**config.mk**
```make
export PLATFORM = sky130hd
export DESIGN_NAME = port_fault_integrator
export DESIGN_NICKNAME = d
export VERILOG_FILES = /design/src/rtl/pfi_pkg.sv /design/src/rtl/pfi_datapath.sv /design/src/rtl/pfi_control.sv /design/src/rtl/port_fault_integrator.sv
export SDC_FILE = /design/constraint.sdc
export NUM_CORES = 1
export LEC_CHECK = 0
export ABC_AREA = 1
export CORE_MARGIN = 3
export CORE_UTILIZATION = 55
export CTS_CLUSTER_DIAMETER = 50
export DETAILED_ROUTE_END_ITERATION = 16
export PLACE_DENSITY = 0.79
export SLEW_MARGIN = 20
export SYNTH_ARGS = -nofsm -noshare
export SYNTH_HDL_FRONTEND = slang
export SYNTH_SLANG_ARGS = --single-unit
```
**constraint.sdc**
```tcl
create_clock -name clk -period 2.9 [get_ports clk]
set_input_delay 0.435 -clock clk [delete_from_list [all_inputs] [get_ports clk]]
set_output_delay 0.435 -clock clk [all_outputs]
set_load 0.02 [all_outputs]
```
**src/rtl/pfi_pkg.sv**
```systemverilog
package pfi_pkg;

  localparam int CUR_W = 11;

  typedef enum logic [1:0] {
    CAUSE_NONE       = 2'd0,
    CAUSE_OVERCUR    = 2'd1,
    CAUSE_DISCONNECT = 2'd2
  } cause_e;

  typedef struct packed {
    logic cntClr;
    logic cntUp;
    logic cntDown;
    logic discClr;
    logic discInc;
  } strobes_t;

  typedef struct packed {
    logic [CUR_W-1:0] limMa;
    logic [CUR_W-1:0] ocMa;
  } thr_t;

  function automatic thr_t pickThresholds(input logic [2:0] cls, input logic [1:0] sel);
    thr_t t;
    t.limMa = CUR_W'(420);
    t.ocMa  = CUR_W'(370);
    if (cls == 3'd4 || (cls == 3'd5 && sel == 2'b00)) begin
      t.limMa = CUR_W'(720);
      t.ocMa  = CUR_W'(634);
    end else if (cls == 3'd5) begin
      case (sel)
        2'b01:   begin t.limMa = CUR_W'(850); t.ocMa = CUR_W'(748); end
        2'b10:   begin t.limMa = CUR_W'(900); t.ocMa = CUR_W'(792); end
        default: begin t.limMa = CUR_W'(950); t.ocMa = CUR_W'(836); end
      endcase
    end
    return t;
  endfunction

endpackage

```
**src/rtl/pfi_datapath.sv**
```systemverilog
module pfi_datapath
  import pfi_pkg::*;
#(
  parameter int FAULT_TICKS = 60,
  parameter int DRAIN_DIV   = 16,
  parameter int DISC_TICKS  = 350,
  parameter int DISC_MA     = 8
) (
  input  logic             clk,
  input  logic             rstN,
  input  logic [CUR_W-1:0] curMa,
  input  logic [2:0]       pdClass,
  input  logic [1:0]       class5Sel,
  input  logic             inStartup,
  input  strobes_t         strb,
  output logic             overload,
  output logic             lowCurrent,
  output logic             cntFull,
  output logic             cntZero,
  output logic             discDone
);

  localparam int FULL   = FAULT_TICKS * DRAIN_DIV;
  localparam int CNT_W  = $clog2(FULL + 1);
  localparam int DISC_W = $clog2(DISC_TICKS + 1);
  localparam logic [CNT_W-1:0]  FULL_C  = CNT_W'(FULL);
  localparam logic [CNT_W-1:0]  STEP_C  = CNT_W'(DRAIN_DIV);
  localparam logic [CNT_W-1:0]  NEAR_C  = CNT_W'(FULL - DRAIN_DIV);
  localparam logic [DISC_W-1:0] DISC_C  = DISC_W'(DISC_TICKS);

  thr_t             thr;
  logic [CUR_W-1:0] activeThr;
  logic [CNT_W-1:0] faultCnt;
  logic [DISC_W-1:0] discCnt;

  always_comb begin
    thr        = pickThresholds(pdClass, class5Sel);
    activeThr  = inStartup ? thr.limMa : thr.ocMa;
    overload   = curMa > activeThr;
    lowCurrent = curMa < CUR_W'(DISC_MA);
  end

  always_ff @(posedge clk or negedge rstN) begin
    if (!rstN) begin
      faultCnt <= '0;
    end else if (strb.cntClr) begin
      faultCnt <= '0;
    end else if (strb.cntUp) begin
      faultCnt <= (faultCnt > NEAR_C) ? FULL_C : faultCnt + STEP_C;
    end else if (strb.cntDown && faultCnt != '0) begin
      faultCnt <= faultCnt - CNT_W'(1);
    end
  end

  always_ff @(posedge clk or negedge rstN) begin
    if (!rstN) begin
      discCnt <= '0;
    end else if (strb.discClr) begin
      discCnt <= '0;
    end else if (strb.discInc && discCnt != DISC_C) begin
      discCnt <= discCnt + DISC_W'(1);
    end
  end

  assign cntFull  = (faultCnt == FULL_C);
  assign cntZero  = (faultCnt == '0);
  assign discDone = (discCnt == DISC_C);

  p_cnt_range_r7: assert property (@(posedge clk) disable iff (!rstN)
    faultCnt <= FULL_C);

  p_drain_slow_r5: assert property (@(posedge clk) disable iff (!rstN)
    (faultCnt < $past(faultCnt)) |-> ($past(strb.cntClr) || ($past(faultCnt) - faultCnt == CNT_W'(1))));

  p_disc_range_r9: assert property (@(posedge clk) disable iff (!rstN)
    discCnt <= DISC_C);

endmodule

```
**src/rtl/pfi_control.sv**
```systemverilog
module pfi_control
  import pfi_pkg::*;
(
  input  logic     clk,
  input  logic     rstN,
  input  logic     msTick,
  input  logic     portOn,
  input  logic     inStartup,
  input  logic     dcDiscEn,
  input  logic     overload,
  input  logic     lowCurrent,
  input  logic     cntFull,
  input  logic     cntZero,
  input  logic     discDone,
  output strobes_t strb,
  output logic     offReq,
  output cause_e   offCause,
  output logic     restartOk
);

  typedef enum logic [1:0] {ST_IDLE, ST_RUN, ST_TRIP} state_e;

  state_e stateQ, stateD;
  cause_e causeQ, causeD;

  always_comb begin
    stateD = stateQ;
    causeD = causeQ;
    strb   = '0;
    unique case (stateQ)
      ST_IDLE: begin
        if (portOn) begin
          stateD      = ST_RUN;
          strb.cntClr = 1'b1;
          strb.discClr = 1'b1;
        end else begin
          strb.cntDown = msTick;
          strb.discClr = 1'b1;
        end
      end
      ST_RUN: begin
        if (!portOn) begin
          stateD       = ST_IDLE;
          strb.cntDown = msTick;
          strb.discClr = 1'b1;
        end else if (cntFull) begin
          stateD = ST_TRIP;
          causeD = CAUSE_OVERCUR;
        end else if (discDone) begin
          stateD = ST_TRIP;
          causeD = CAUSE_DISCONNECT;
        end else begin
          strb.cntUp   = msTick && overload;
          strb.cntDown = msTick && !overload;
          if (!inStartup && dcDiscEn && lowCurrent) begin
            strb.discInc = msTick;
          end else begin
            strb.discClr = 1'b1;
          end
        end
      end
      default: begin
        strb.cntDown = msTick;
        strb.discClr = 1'b1;
        if (!portOn) begin
          stateD = ST_IDLE;
        end
      end
    endcase
  end

  always_ff @(posedge clk or negedge rstN) begin
    if (!rstN) begin
      stateQ <= ST_IDLE;
      causeQ <= CAUSE_NONE;
    end else begin
      stateQ <= stateD;
      causeQ <= causeD;
    end
  end

  assign offReq    = (stateQ == ST_TRIP);
  assign offCause  = offReq ? causeQ : CAUSE_NONE;
  assign restartOk = !offReq && cntZero;

  p_cause_valid_r10: assert property (@(posedge clk) disable iff (!rstN)
    offReq |-> (offCause != CAUSE_NONE));

  p_trip_holds_r6: assert property (@(posedge clk) disable iff (!rstN)
    (offReq && portOn) |=> offReq);

  p_entry_clear_r8: assert property (@(posedge clk) disable iff (!rstN)
    (stateQ == ST_IDLE && portOn) |=> cntZero);

  p_oc_trip_r4: assert property (@(posedge clk) disable iff (!rstN)
    (stateQ == ST_RUN && portOn && cntFull) |=> (offReq && offCause == CAUSE_OVERCUR));

endmodule

```
**src/rtl/port_fault_integrator.sv**
```systemverilog
module port_fault_integrator
  import pfi_pkg::*;
#(
  parameter int FAULT_TICKS = 60,
  parameter int DRAIN_DIV   = 16,
  parameter int DISC_TICKS  = 350,
  parameter int DISC_MA     = 8
) (
  input  logic             clk,
  input  logic             rstN,
  input  logic             msTick,
  input  logic [CUR_W-1:0] curMa,
  input  logic [2:0]       pdClass,
  input  logic [1:0]       class5Sel,
  input  logic             portOn,
  input  logic             inStartup,
  input  logic             dcDiscEn,
  output logic             offReq,
  output logic [1:0]       offCause,
  output logic             restartOk
);

  strobes_t strb;
  cause_e   causeW;
  logic     overload, lowCurrent, cntFull, cntZero, discDone;

  pfi_datapath #(
    .FAULT_TICKS(FAULT_TICKS),
    .DRAIN_DIV  (DRAIN_DIV),
    .DISC_TICKS (DISC_TICKS),
    .DISC_MA    (DISC_MA)
  ) dp_i (
    .clk       (clk),
    .rstN      (rstN),
    .curMa     (curMa),
    .pdClass   (pdClass),
    .class5Sel (class5Sel),
    .inStartup (inStartup),
    .strb      (strb),
    .overload  (overload),
    .lowCurrent(lowCurrent),
    .cntFull   (cntFull),
    .cntZero   (cntZero),
    .discDone  (discDone)
  );

  pfi_control ctl_i (
    .clk       (clk),
    .rstN      (rstN),
    .msTick    (msTick),
    .portOn    (portOn),
    .inStartup (inStartup),
    .dcDiscEn  (dcDiscEn),
    .overload  (overload),
    .lowCurrent(lowCurrent),
    .cntFull   (cntFull),
    .cntZero   (cntZero),
    .discDone  (discDone),
    .strb      (strb),
    .offReq    (offReq),
    .offCause  (causeW),
    .restartOk (restartOk)
  );

  assign offCause = causeW;

endmodule

```
==> impl_metrics.ini <==
[cells_and_area]
antenna_cells = 0
layout_common_cells = nand2_1, inv_1, nor2_1
layout_commonest_cell = nand2_1
drive_above_1_share_pct = 23.28
fin_nets = 389
syn2layout_area_growth_pct = 31.31
stdcell_area_sq_um = 2739

[setup_path]
critPathCaptureType = register
crit_arrival_ns = 2.94
setup.worst_path.class = in2reg
start_kind = primary input
crit_fanout = 8
cp.required_ns = 3.06

[clocking]
root_buffer = clkbuf_8
cts_buffers = 3
clock-sinks = 23
clockBufferDepth = 2
cts_tree = done
clk_latency_ns = 0.27
cts.clk_slew.worst_paths_ns = 0.09
htree_levels = 1
holdBufCountCts = 0

[detailed_routing]
drt_iter0_drc = 229
firstDrtPassIters = 6
wl_per_cell_um = 12.96
viasPerCell = 5.234
drcViolationCount = 0
finalWirelength_um = 5107
vias = 2062
postRouteAntennaNets = 0

[sta]
setup_viol_count_final = 0
fin_ws_ns = 0.1220
setup_tns_ns = 0
hold_viol = 0
min_period_over_period_pct = 95.79
max_slew_margin_pct = 60.67
drv_slew = 0
worst_slew_pin_slew_ns = 0.5872
finClkSkew_ns = 0.002992
min_period_ns = 2.778
max_freq_ghz = 0.3600

[place]
dpl-instance-area_sq_um = 2532
pre_cts_ws_ns = -0.5311
dpl.hpwl_um = 3651
numPortBuffers = 25
gp_congestion = 0.8784

[pwr]
vdd_drop_max_mv = 0.3965
p_leak_nw = 1.343
cellPowerDensity_nw_per_um2 = 509.0
power_mw = 1.394

[synthesis]
ys_warn_count = 0
syn-cell-area_sq_um = 2086
synth_area_leaders = dfrtp_1, nand2_1, ha_1
synthAdderAreaFrac_pct = 10.80
synthMuxAreaShare_pct = 0
synth_top_family_by_area = simple AND/OR/NAND/NOR gates
synth_top_area_share_pct = 27.59
synth_area_per_cell_sq_um = 7.070
synth_top_area_cell = dfrtp_1
ys_ff_latch = 23
seq_area_frac_synth_pct = 27.59
synth-simple-area-share_pct = 35.39
synth_cells = 295
synth_compound_area_share_pct = 11.10
synth_xor_area_share_pct = 5.039
syn-num-nets = 335
ys_types = 34

[floorplan]
core_sq_um = 3495
ios = 26
start_util_pct = 59.68
die_h_um = 67.58
die-area_sq_um = 4567
die_x_um = 67.58
core.rowCount = 21

[global_routing]
track_usage_pct = 23.10
grt_pass1_vias = 1926
grt_max_degree = 24
grt_antenna_before_repair = 0
grt_pass1_wl_um = 8217
overflow = 0

[worst_hold_path]
hp-class = reg2reg

[flow_run]
maxCapViolCount = 0

[status]
status = finished clean
final cells by class:
class	count	area [sq um]
multi-input cells	224	1418
fillers	245	755.7
flip-flops and latches	23	575.6
repair buffers	52	473.0
inverters	45	168.9
well taps	46	57.56
clock buffers	3	41.29
clock inverters	1	5.005
worst max-delay path, cell delays in order:
cell             delay, ns
clkdlybuf4s50_1       0.45
inv_1                 0.08
nor2_4                0.11
inv_2                 0.07
nor3_4                0.22
inv_2                 0.09
o22ai_2               0.12
ha_1                  0.28
nand2_2               0.10
inv_2                 0.03
nand2_1               0.06
nand2_1               0.04
nand2_1               0.06
nand3_2               0.09
nand2_4               0.10
nor2_8                0.07
nor2_8                0.16
nand2_8               0.09
buf_4                 0.15
nand2_1               0.07
o21ai_2               0.05
synthesized netlist by cell type, drive strengths merged:
master  instances
nand4           9
a21oi          14
nor3            9
o21bai          3
xor2           11
ha             18
nor2b           1
or2             2
xnor2           1
a211oi          2
buf             4
o21ai          16
nand3          18
a31oi           2
nand2          77
nor2           36
a21boi          1
and2            1
o22ai           2
inv            45
dfrtp          23
power by group:
part / total (mW) / switching [mW] / leakage, nW / internal, mW
clock: 0.204 / 0.108 / 0.0255 / 0.0960
sequential: 0.476 / 0.0919 / 0.303 / 0.385
combinational: 0.714 / 0.406 / 1.01 / 0.307
total: 1.39 / 0.606 / 1.34 / 0.788
state kept, by name, indices dropped and copies added (netlist names):
signal / count
ctl_i.causeQ: 2
ctl_i.stateQ: 2
dp_i.discCnt: 9
dp_i.faultCnt: 10
logic make-up after synthesis:
| group | count (synthesis) |
|---|---|
| AO/OA/AOI/OAI | 40 |
| adder cells (fa/ha/maj) | 18 |
| XOR/XNOR | 12 |
| AND/OR/NAND/NOR | 153 |
| buffers and inverters | 49 |
| flip-flops | 23 |
layer usage:
metal  vias to the layer above  global-route usage [%]  wire, um
li1                       1066                       -         -
met2                        73                   38.52      2486
met5                         -                       0         0
met3                         2                   4.160       272
met4                         0                   4.557        24
met1                       921                   31.12      2324
repair_timing:
item	CTS	global route
buffers inserted	0	3
endpoints found under the setup margin	10	11
pin swaps	5	18
gates resized for setup	14	30
cloned	1	0
metrics by stage:
step / utilization (%) / hold slack (ns) / std cells
3_5_place_dp: 72.47 / 0.4841 / 386
6_report: 78.37 / 0.4997 / 394
4_1_cts: 75.08 / 0.5053 / 391
5_1_grt: 78.37 / 0.5311 / 394
2_1_floorplan: - / 0.1394 / 295
3_3_place_gp: 72.47 / 0.4569 / 386
worst paths after layout:
| path | startpoint | end | slack [ns] | depth (start not counted) |
|---|---|---|---|---|
| worst max-delay path | pdClass[0] | dp_i.faultCnt[5] | 0.12 | 21 |
| worst min-delay path | ctl_i.causeQ[0] | ctl_i.causeQ[0] | 0.50 | 2 |
| worst max register to register | dp_i.faultCnt[5] | dp_i.faultCnt[5] | 0.70 | 11 |
| worst min register to register | ctl_i.causeQ[0] | ctl_i.causeQ[0] | 0.50 | 2 |
| max in group asynchronous | rstN | dp_i.discCnt[5] | 2.14 | 2 |
| min in group asynchronous | rstN | dp_i.discCnt[7] | 0.52 | 2 |
No activity file was read; power rests on OpenSTA's default activity.
